$ cat src/rtl/br_pkg.sv
package br_pkg;
   typedef enum logic [1:0] {CT_NONE = 2'd0, CT_NONZERO = 2'd1, CT_ZERO = 2'd2, CT_RSVD = 2'd3} ctr_test_e;
   typedef enum logic [1:0] {BT_NONE = 2'd0, BT_SET = 2'd1, BT_CLEAR = 2'd2, BT_RSVD = 2'd3} bit_test_e;
   typedef enum logic [1:0] {TG_IMM = 2'd0, TG_CTR = 2'd1, TG_LINK = 2'd2, TG_RSVD = 2'd3} tgt_e;
endpackage

$ cat src/rtl/br_cond_eval.sv
module br_cond_eval
   import br_pkg::*;
#(
   parameter int AW = 32,
   parameter int CW = 32
)(
   input  ctr_test_e         ctr_test,
   input  bit_test_e         bit_test,
   input  logic [AW-1:0]     ctr_val,
   input  logic [CW-1:0]     cr,
   input  logic [CW-1:0]     mask,
   output logic              pass
);
   logic ctr_zero, bit_hit, ctr_ok, bit_ok;

   assign ctr_zero = ~|ctr_val;
   assign bit_hit  = |(cr & mask);

   always_comb begin
      unique case (ctr_test)
         CT_NONZERO: ctr_ok = ~ctr_zero;
         CT_ZERO:    ctr_ok = ctr_zero;
         default:    ctr_ok = 1'b1;
      endcase
      unique case (bit_test)
         BT_SET:     bit_ok = bit_hit;
         BT_CLEAR:   bit_ok = ~bit_hit;
         default:    bit_ok = 1'b1;
      endcase
   end

   assign pass = ctr_ok & bit_ok;
endmodule

$ cat src/rtl/br_target_sel.sv
module br_target_sel
   import br_pkg::*;
#(
   parameter int AW    = 32,
   parameter int ALIGN = 2
)(
   input  tgt_e           sel,
   input  logic [AW-1:0]  imm,
   input  logic [AW-1:0]  ctr,
   input  logic [AW-1:0]  lr,
   output logic [AW-1:0]  tgt
);
   logic [AW-1:0] ctr_al, lr_al;

   generate
      if (ALIGN > 0) begin : g_align
         assign ctr_al = {ctr[AW-1:ALIGN], {ALIGN{1'b0}}};
         assign lr_al  = {lr[AW-1:ALIGN],  {ALIGN{1'b0}}};
      end else begin : g_noalign
         assign ctr_al = ctr;
         assign lr_al  = lr;
      end
   endgenerate

   always_comb begin
      unique case (sel)
         TG_CTR:  tgt = ctr_al;
         TG_LINK: tgt = lr_al;
         default: tgt = imm;
      endcase
   end
endmodule

$ cat src/rtl/branch_resolve.sv
module branch_resolve
   import br_pkg::*;
#(
   parameter int AW    = 32,
   parameter int CW    = 32,
   parameter int ALIGN = 2
)(
   input  logic           clk,
   input  logic           rst_n,
   input  logic           go_i,
   input  logic [1:0]     ctr_test_i,
   input  logic [1:0]     bit_test_i,
   input  logic [1:0]     tgt_sel_i,
   input  logic           link_i,
   input  logic           dec_i,
   input  logic [CW-1:0]  cr_i,
   input  logic [CW-1:0]  mask_i,
   input  logic [AW-1:0]  ctr_i,
   input  logic [AW-1:0]  lr_i,
   input  logic [AW-1:0]  imm_i,
   input  logic [AW-1:0]  seq_i,
   output logic           redir_o,
   output logic           taken_o,
   output logic [AW-1:0]  next_pc_o,
   output logic           lr_we_o,
   output logic [AW-1:0]  lr_wdata_o,
   output logic           ctr_we_o,
   output logic [AW-1:0]  ctr_wdata_o
);
   localparam logic [AW-1:0] ONE = AW'(1);

   generate
      if (AW <= ALIGN) begin : g_bad_aw
         $error("branch_resolve: AW must exceed ALIGN");
      end
      if (CW < 1) begin : g_bad_cw
         $error("branch_resolve: CW must be at least 1");
      end
   endgenerate

   logic [AW-1:0] ctr_dec, ctr_eff, tgt;
   logic          pass, taken_d;

   assign ctr_dec = ctr_i - ONE;
   assign ctr_eff = dec_i ? ctr_dec : ctr_i;

   br_cond_eval #(.AW(AW), .CW(CW)) u_cond (
      .ctr_test (ctr_test_e'(ctr_test_i)),
      .bit_test (bit_test_e'(bit_test_i)),
      .ctr_val  (ctr_eff),
      .cr       (cr_i),
      .mask     (mask_i),
      .pass     (pass)
   );

   br_target_sel #(.AW(AW), .ALIGN(ALIGN)) u_tgt (
      .sel (tgt_e'(tgt_sel_i)),
      .imm (imm_i),
      .ctr (ctr_i),
      .lr  (lr_i),
      .tgt (tgt)
   );

   assign taken_d = go_i & pass;

   always_ff @(posedge clk) begin
      if (!rst_n) begin
         redir_o     <= 1'b0;
         taken_o     <= 1'b0;
         next_pc_o   <= '0;
         lr_we_o     <= 1'b0;
         lr_wdata_o  <= '0;
         ctr_we_o    <= 1'b0;
         ctr_wdata_o <= '0;
      end else begin
         redir_o     <= go_i;
         taken_o     <= taken_d;
         next_pc_o   <= taken_d ? tgt : seq_i;
         lr_we_o     <= taken_d & link_i;
         lr_wdata_o  <= seq_i;
         ctr_we_o    <= dec_i;
         ctr_wdata_o <= ctr_dec;
      end
   end
endmodule

$ cat config.mk
export PLATFORM = sky130hd
export DESIGN_NAME = branch_resolve
export DESIGN_NICKNAME = d
export VERILOG_FILES = /design/src/rtl/br_pkg.sv /design/src/rtl/br_cond_eval.sv /design/src/rtl/br_target_sel.sv /design/src/rtl/branch_resolve.sv
export SDC_FILE = /design/constraint.sdc
export NUM_CORES = 1
export LEC_CHECK = 0
export ABC_CLOCK_PERIOD_IN_PS = 5000
export BUFFER_PORTS_ARGS = -buffer_cell sky130_fd_sc_hd__buf_4
export CORE_AREA = 2 2 116 118
export CTS_CLUSTER_DIAMETER = 80
export DETAILED_ROUTE_END_ITERATION = 16
export DIE_AREA = 0 0 118 120
export PLACE_DENSITY_LB_ADDON = 0.3
export SYNTH_ARGS = -nofsm -noshare
export SYNTH_HDL_FRONTEND = slang
export SYNTH_SLANG_ARGS = --single-unit
$ cat constraint.sdc
create_clock -name clk -period 5 [get_ports clk]
set_input_delay 0.25 -clock clk [delete_from_list [all_inputs] [get_ports clk]]
set_output_delay 0.25 -clock clk [all_outputs]
set_load 0.01 [all_outputs]
# Yosys cells after proc, flatten, opt, wreduce, memory -nomap -nowiden
# Index checks and enable logic that the tools add are counted.
# W data, S select, Z words.
[classes]
addsub = 1
multipliers = 0
div = 0
order_cmp = 0
n_eq_ne = 6
shift = 0
mux = 5
bitwise = 5
n_reduce_logical = 3
[ops]
columns = ["cell", "count"]
rows = [
  ["$mux W32", 2],
  ["$pmux W32 S2", 1],
  ["$reduce_or A32 Y1", 2],
  ["$and A32 B32 Y32", 1],
  ["$sub A32 B1 Y32 const B", 1],
  ["$eq A2 B1 Y1 const B", 3],
  ["$eq A2 B2 Y1 const B", 3],
  ["$pmux W1 S2", 2],
  ["$and A1 B1 Y1", 3],
  ["$logic_not A1 Y1", 1],
  ["$not A1 Y1", 1],
]
[word_totals]
register_bits = 100
latch_bits = 0
mem_bits_rw = 0
rom_bits = 0
inputBits = 203
out_inout_bits = 100
wordCells = 27
mem_count = 0

# Longest topological paths before layout
# Gate-level depths: netlist of the first run.
[depth]
word_depth = 8
mapped_depth = 11
depth_no_buf = 10

# By module
# From an unflattened synthesis of the first run, not the netlist that was laid out.
[hier_totals]
hier_cells = 558
area_unflattened_um2 = 4901.0
[by_module_without_submodules]
columns = ["module", "instances", "cells_per_inst", "area_each_um2", "seq_area_each_um2"]
rows = [
  ["branch_resolve", 1, 404, 3937.5, 2001.9],
  ["br_target_sel", 1, 109, 628.1, 0.0],
  ["br_cond_eval", 1, 45, 335.3, 0.0],
]

# Worst setup path after synthesis of the first run
# OpenSTA, ideal clock, no wires.
[synth_path]
kind = "in2reg"
startpoint = "input ctr_i[15]"
endpoint = "register next_pc_o[21]"
setup_time_ps = 75
t_arrival_ps = 3037
required_ps = 4925
path_slack_ps = 1888
path_stages = 11
path_buffers = 3
cell_sequence = "clkbuf_1 or4_4 or2_1 clkbuf_1 nor4_1 xnor2_1 a41oi_1 o41a_1 a2111o_1 buf_4 o22ai_1"
[synth_via]
elab_chain_cells = 8
[synth_lines]
columns = ["item", "line_no", "source"]
rows = [
  ["start: declaration", "branch_resolve.sv:18", "input logic [AW-1:0] ctr_i,"],
  ["$sub A32 B1 Y32", "branch_resolve.sv:44", "assign ctr_dec = ctr_i - ONE;"],
  ["$mux W32 *", "branch_resolve.sv:45", "assign ctr_eff = dec_i ? ctr_dec : ctr_i;"],
  ["$reduce_or A32 Y1 *", "br_cond_eval.sv:16", "assign ctr_zero = ~|ctr_val;"],
  ["$logic_not A1 Y1", "br_cond_eval.sv:16", ""],
  ["$pmux W1 S2 *", "br_cond_eval.sv:20", "unique case (ctr_test)"],
  ["$and A1 B1 Y1 *", "br_cond_eval.sv:32", "assign pass = ctr_ok & bit_ok;"],
  ["$and A1 B1 Y1 *", "branch_resolve.sv:64", "assign taken_d = go_i & pass;"],
  ["$mux W32 *", "branch_resolve.sv:78", "next_pc_o <= taken_d ? tgt : seq_i;"],
  ["end signal: assignment", "branch_resolve.sv:78", ""],
  ["end: declaration", "branch_resolve.sv:24", "output logic [AW-1:0] next_pc_o,"],
]
# Every way passes the cells marked *; elsewhere a longest branch is shown, timed or not.
# A chain may end at the register's enable or synchronous reset.

# Worst setup path in the final report of the first run
[layout_path]
startpoint = "input ctr_i[7]"
endpoint = "register next_pc_o[21]"
# Same word-level chain as after synthesis.

==> results of run 1 <==
## layer usage
metal / routed length, um / share of wire [%] / vias to the layer above
met5: 0 / 0 / -
met4: 498 / 2.8 / 0
met1: 6720 / 38 / 2384
li1: - / - / 2466
met3: 1580 / 9.0 / 30
met2: 8870 / 50 / 317
## layout make-up
type,instances,share of cell area [%]
timing repair buffer,305,31.4
multi-input combinational,354,31.6
clock buffer,9,3.09
tap,176,3.02
sequential,100,27.5
clock inverter,7,1.12
inverter,45,2.32
## power groups by stage
stage	Sequential (mW)	Combinational (mW)	Clock, mW
after floorplan	0.907	0.161	0
after global placement	0.880	0.447	0
after detailed placement	0.881	0.457	0
after CTS	0.863	0.458	0.733
after global routing	0.867	0.491	0.757
final	0.862	0.456	0.714
## sequential cells by signal (all words and copies together) (netlist names)
| signal | count |
|---|---|
| ctr_wdata_o | 32 |
| lr_wdata_o | 32 |
| next_pc_o | 32 |
| ctr_we_o | 1 |
| lr_we_o | 1 |
| redir_o | 1 |
| taken_o | 1 |
## final timing paths
check	start	endpoint	cells past startpoint
worst min-delay path	seq_i[11]	lr_wdata_o[11]	3
worst max-delay path	ctr_i[7]	next_pc_o[21]	9
## layout by cell type (no fill, tap or decap), drive strengths merged, types with 9 or more instances in the layout
master and n:
clkbuf 9, nor2 68, buf 305, dfxtp 100
nor4 12, or4 10, a22oi 42, o22ai 33
inv 47, xnor2 18, nand2 40, nor3 11
a21oi 38
## cells by family after synthesis
family | after synthesis
simple gates | 180
compound gates | 143
fa+ha+maj | 7
flops | 100
mux | 1
xor+xnor | 23
buf+inv | 82
## worst max-delay path, stage by stage
cell and delay [ns]:
buf_4 0.14, nor4_4 0.51, nand4_1 0.58, nor4_1 0.48, xnor2_1 0.19, a41oi_1 0.19, nor4_1 0.55, a2111o_2 0.80
o22ai_1 0.16
==> results.yml, run 1 <==
timing:
  rsz0062_at_grt: "no"
  max_freq_mhz: 270
  setup_ws_ns: 1.29
  whs_ns: 0.0970
  drv_slew: 0
  setup_tns_ns: 0
  hold_viol: 0
  setup_violations: 0
  fin_crit_sh_pct: 74.2
  slew_headroom_pct: 19.7
  worst_pin_slew_ns: 1.20
  period_minus_slack_ns: 3.71
synthesis:
  syn-num-nets: 746
  synth_mux_area_share_pct: 0.243
  synth-xor-area-share_pct: 4.35
  yosysMostFrequentCell: "dfxtp_1"
  syn_inst: 536
  synth_edf_count: 0
  synth-seq-cells: 100
  synth_area_um2: 4630
  synth-adder-area-share_pct: 1.89
  synth.distinct_cells: 60
  ys.flop_type: "dfxtp_1"
  synth-simple-area-share_pct: 19.9
  ys_async_sr_fraction_pct: 0
  synthTopCellsByArea: "dfxtp_1 (43%), a22oi_1 (6.8%), nor2_1 (5.5%)"
  yosys_warnings: 0
  synth_top_cell_area_share_pct: 43.2
  postSynthAreaPerCell_um2: 8.64
  synth_top_cells_by_count: "dfxtp_1 (100), nor2_1 (68), inv_1 (43)"
  synth_seq_area_share_pct: 43.2
  synth_compound_gate_area_share_pct: 23.1
  synth_top_family_by_area: "compound AO/OA/AOI/OAI gates"
  yosys.area.top_type: "dfxtp_1"
pwr:
  pwr-share-comb_pct: 22.4
  powerDensity_nw_per_um2: 279
  ir_worst_vdd_uv: 191
  internal_power_mw: 1.48
  clockPowerShare_pct: 35.1
  power_mw: 2.03
  seq_power_share_pct: 42.4
  p_sw_mw: 0.554
  p_leak_nw: 3.46
  p_sw_share_pct: 27.3
floorplanning:
  start_util_pct: 35.7
  die_area_um2: 14200
  die_w_um: 118
  die-height_um: 120
  row_count: 42
  core_um2: 13000
  ios: 303
finish:
  final_nets: 1025
  drive_above_1_share_pct: 43.3
  finalNonFillerCells: 996
  multi_input_area_um2: 2300
  final_area_um2: 7290
  syn2layout_area_growth_pct: 57.4
  antennaDiodeCount: 0
  fillerInstances: 1180
  seq_area_um2: 2000
  final_util_pct: 56.2
setup_path:
  worst_ep_required_time_ns: 5.18
  start_kind: "input pin"
  arrival_ns: 3.89
  worst-path-max-fanout: 33
  setup.worst_path.class: "input pin to flip-flop"
  crit_path_end_kind: "flip-flop"
detailed_routing:
  drt_wl_total_um: 17700
  wl_per_cell_um: 17.7
  first_iter_violations: 437
  num_vias: 5197
  drcViolationCount: 0
  antenna_left: 0
  via_per_inst: 5.22
  drt_first_pass_iters: 5
cts:
  post_cts_resized: 0
  htree_levels: 3
  cts_setup_buffers: 0
  clkTransAtPathRegs_ns: 0.07
  cts_root_buffer: "clkbuf_16"
  hold_buffers: 0
  cts_tree: "built"
  cts_buffer_depth: 2
  cts_made_buffers: 9
  clock_sink_count: 100
grt:
  grt_pass1_vias: 5059
  overflow: 0
  grt_use_met3_pct: 6.27
  grtUsageMet2_pct: 41.1
  grt_first_pass_wirelength_um: 26400
  grt_usage_pct: 24.1
  use_met1_pct: 28.2
  grt_start_max_net_pins: 40
  busiest_layer: "met2"
  antenna_found_initial: 0
placement:
  placed_cells: 980
  gpl.final_weighted_congestion: 0.871
  io_buffers: 300
  dp_hpwl_um: 13900
  placed_area_um2: 6980
  place_ws_ns: 0.951
hold_path:
  hold_path.class: "input pin to flip-flop"
flow_run:
  maxCapViolCount: 0
outcome:
  status: "completed"
(Power assumes the default switching activity.)
==> inputs of run 2 (changes only) <==
--- a/config.mk
+++ b/config.mk
@@ -5,12 +5,12 @@
 export SDC_FILE = /design/constraint.sdc
 export NUM_CORES = 1
 export LEC_CHECK = 0
-export ABC_CLOCK_PERIOD_IN_PS = 5000
+export ABC_CLOCK_PERIOD_IN_PS = 3500
 export BUFFER_PORTS_ARGS = -buffer_cell sky130_fd_sc_hd__buf_4
-export CORE_AREA = 2 2 116 118
+export CORE_AREA = 2 2 118 120
 export CTS_CLUSTER_DIAMETER = 80
 export DETAILED_ROUTE_END_ITERATION = 16
-export DIE_AREA = 0 0 118 120
+export DIE_AREA = 0 0 120 122
 export PLACE_DENSITY_LB_ADDON = 0.3
 export SYNTH_ARGS = -nofsm -noshare
 export SYNTH_HDL_FRONTEND = slang
==> constraint.sdc (replaced) <==
create_clock -name clk -period 3.5 [get_ports clk]
set_input_delay 0.175 -clock clk [delete_from_list [all_inputs] [get_ports clk]]
set_output_delay 0.175 -clock clk [all_outputs]
set_load 0.01 [all_outputs]
==> run 2 against run 1 <==
Net effect:
- clock-buffer cell count stayed put
- global-route usage fell by 1.2 points
- worst setup slack worse by 0.86 ns
- largest cell class is now non-clock buffers
- design area grew 0.38%
- critical path depth increased by 3
- clock power grew 31%
==> results.yml, run 2 (same netlist as run 1, synthesis figures left out) <==
outcome:
  status: "completed"
cts:
  clock_sink_count: 100
  htree_levels: 3
  post_cts_resized: 0
  cts_made_buffers: 9
  clkTransAtPathRegs_ns: 0.07
  cts_buffer_depth: 2
  hold_buffers: 0
  cts_tree: "built"
  cts_setup_buffers: 0
  cts_root_buffer: "clkbuf_16"
timing:
  setup_tns_ns: 0
  period_minus_slack_ns: 3.07
  rsz0062_at_grt: "no"
  whs_ns: 0.0124
  hold_viol: 0
  drv_slew: 0
  setup_violations: 0
  fin_crit_sh_pct: 87.8
  slew_headroom_pct: 38.3
  worst_pin_slew_ns: 0.925
  setup_ws_ns: 0.426
  max_freq_mhz: 325
detailed_routing:
  first_iter_violations: 358
  wl_per_cell_um: 17.6
  drt_wl_total_um: 17700
  num_vias: 5074
  antenna_left: 0
  via_per_inst: 5.06
  drcViolationCount: 0
  drt_first_pass_iters: 5
placement:
  placed_area_um2: 7040
  placed_cells: 988
  dp_hpwl_um: 13800
  place_ws_ns: 0.164
  gpl.final_weighted_congestion: 0.895
  io_buffers: 300
finish:
  syn2layout_area_growth_pct: 58.0
  reg_top3: "ctr_wdata_o: 32 flops, lr_wdata_o: 32 flops, next_pc_o: 32 flops"
  final_common_cell: "buf_4"
  final_area_um2: 7320
  drive_above_1_share_pct: 43.5
  antennaDiodeCount: 0
  finalNonFillerCells: 1003
  final_nets: 1029
  layout_common_cells: "buf_4 (307), dfxtp_1 (100), nor2_1 (68), inv_1 (43), a22oi_1 (42)"
floorplanning:
  die_area_um2: 14600
  row_count: 43
  ios: 303
  core_um2: 13500
  start_util_pct: 34.3
  die_w_um: 120
  die-height_um: 122
setup_path:
  start_kind: "input pin"
  slowest_stage: "a2111o_2"
  cp_cell_sequence: "buf_4, inv_1, ha_1, nor3b_2, nand3_1, a2111oi_0, a41o_1, nand2_1, o41a_1, a2111o_2, buf_12, o22ai_1"
  arrival_ns: 3.35
  cpPeakStageDelay_ns: 0.49
  crit_path_end_kind: "flip-flop"
  worst_ep_required_time_ns: 3.78
  setup.worst_path.class: "input pin to flip-flop"
  worst-path-max-fanout: 33
grt:
  antenna_found_initial: 0
  grt_first_pass_wirelength_um: 25500
  overflow: 0
  grt_usage_pct: 22.9
  grt_pass1_vias: 4677
  grt_start_max_net_pins: 51
flow_run:
  maxCapViolCount: 0
pwr:
  ir_worst_vdd_uv: 324
  powerDensity_nw_per_um2: 386
  p_leak_nw: 3.47
hold_path:
  hold_path.class: "input pin to flip-flop"
[run 2: cell count changes in the layout (fill, tap and decap cells not counted)]
cell / delta
buf_12: +2
bufinv_16: -1
clkinv_4: -1
clkinvlp_4: +2
buf_4: +2
inv_6: -1
[run 2: critical path: cells and delay by family]
kind | cells | cell delay (ns)
adders and majority gates | 1 | 0.26
buffers and inverters | 3 | 0.39
and+or+nand+nor | 3 | 0.66
AOI/OAI and AO/OA | 5 | 1.86
[run 2: through the flow]
stage / util, % / total power [mW]
final: 54.2 / 2.83
after global routing: 54.2 / 2.96
after CTS: 54.2 / 2.85
after detailed placement: 52.2 / 1.91
after global placement: 52.2 / 1.91
after floorplan: - / 1.53
[run 2: power breakdown]
group          switching (mW)  internal [mW]
clock                   0.453          0.486
sequential             0.0207           1.21
combinational           0.316          0.339
total                   0.789           2.04
[run 2: per-layer routing]
layer  wire (um)  track usage, %  share of wire (%)  vias up
li1            -               -                  -     2472
met3        1730            7.21                9.8       19
met2        8420            36.4                 48      242
met4         316            6.84                1.8        0
met5           0               0                  0        -
met1        7200            29.7                 41     2341
[run 2: final timing paths]
kind	start	end	depth (start not counted)
worst max-delay path	ctr_i[0]	next_pc_o[3]	12
worst min-delay path	seq_i[9]	lr_wdata_o[9]	3
[run 2: final cells by class]
cell class | count | area (um^2)
Multi-Input combinational cell | 354 | 2300
Clock inverter | 6 | 48.8
Timing Repair Buffer | 309 | 2340
Tap cell | 180 | 225
Inverter | 45 | 169
Sequential cell | 100 | 2000
Clock buffer | 9 | 225
Fill cell | 1331 | 6190
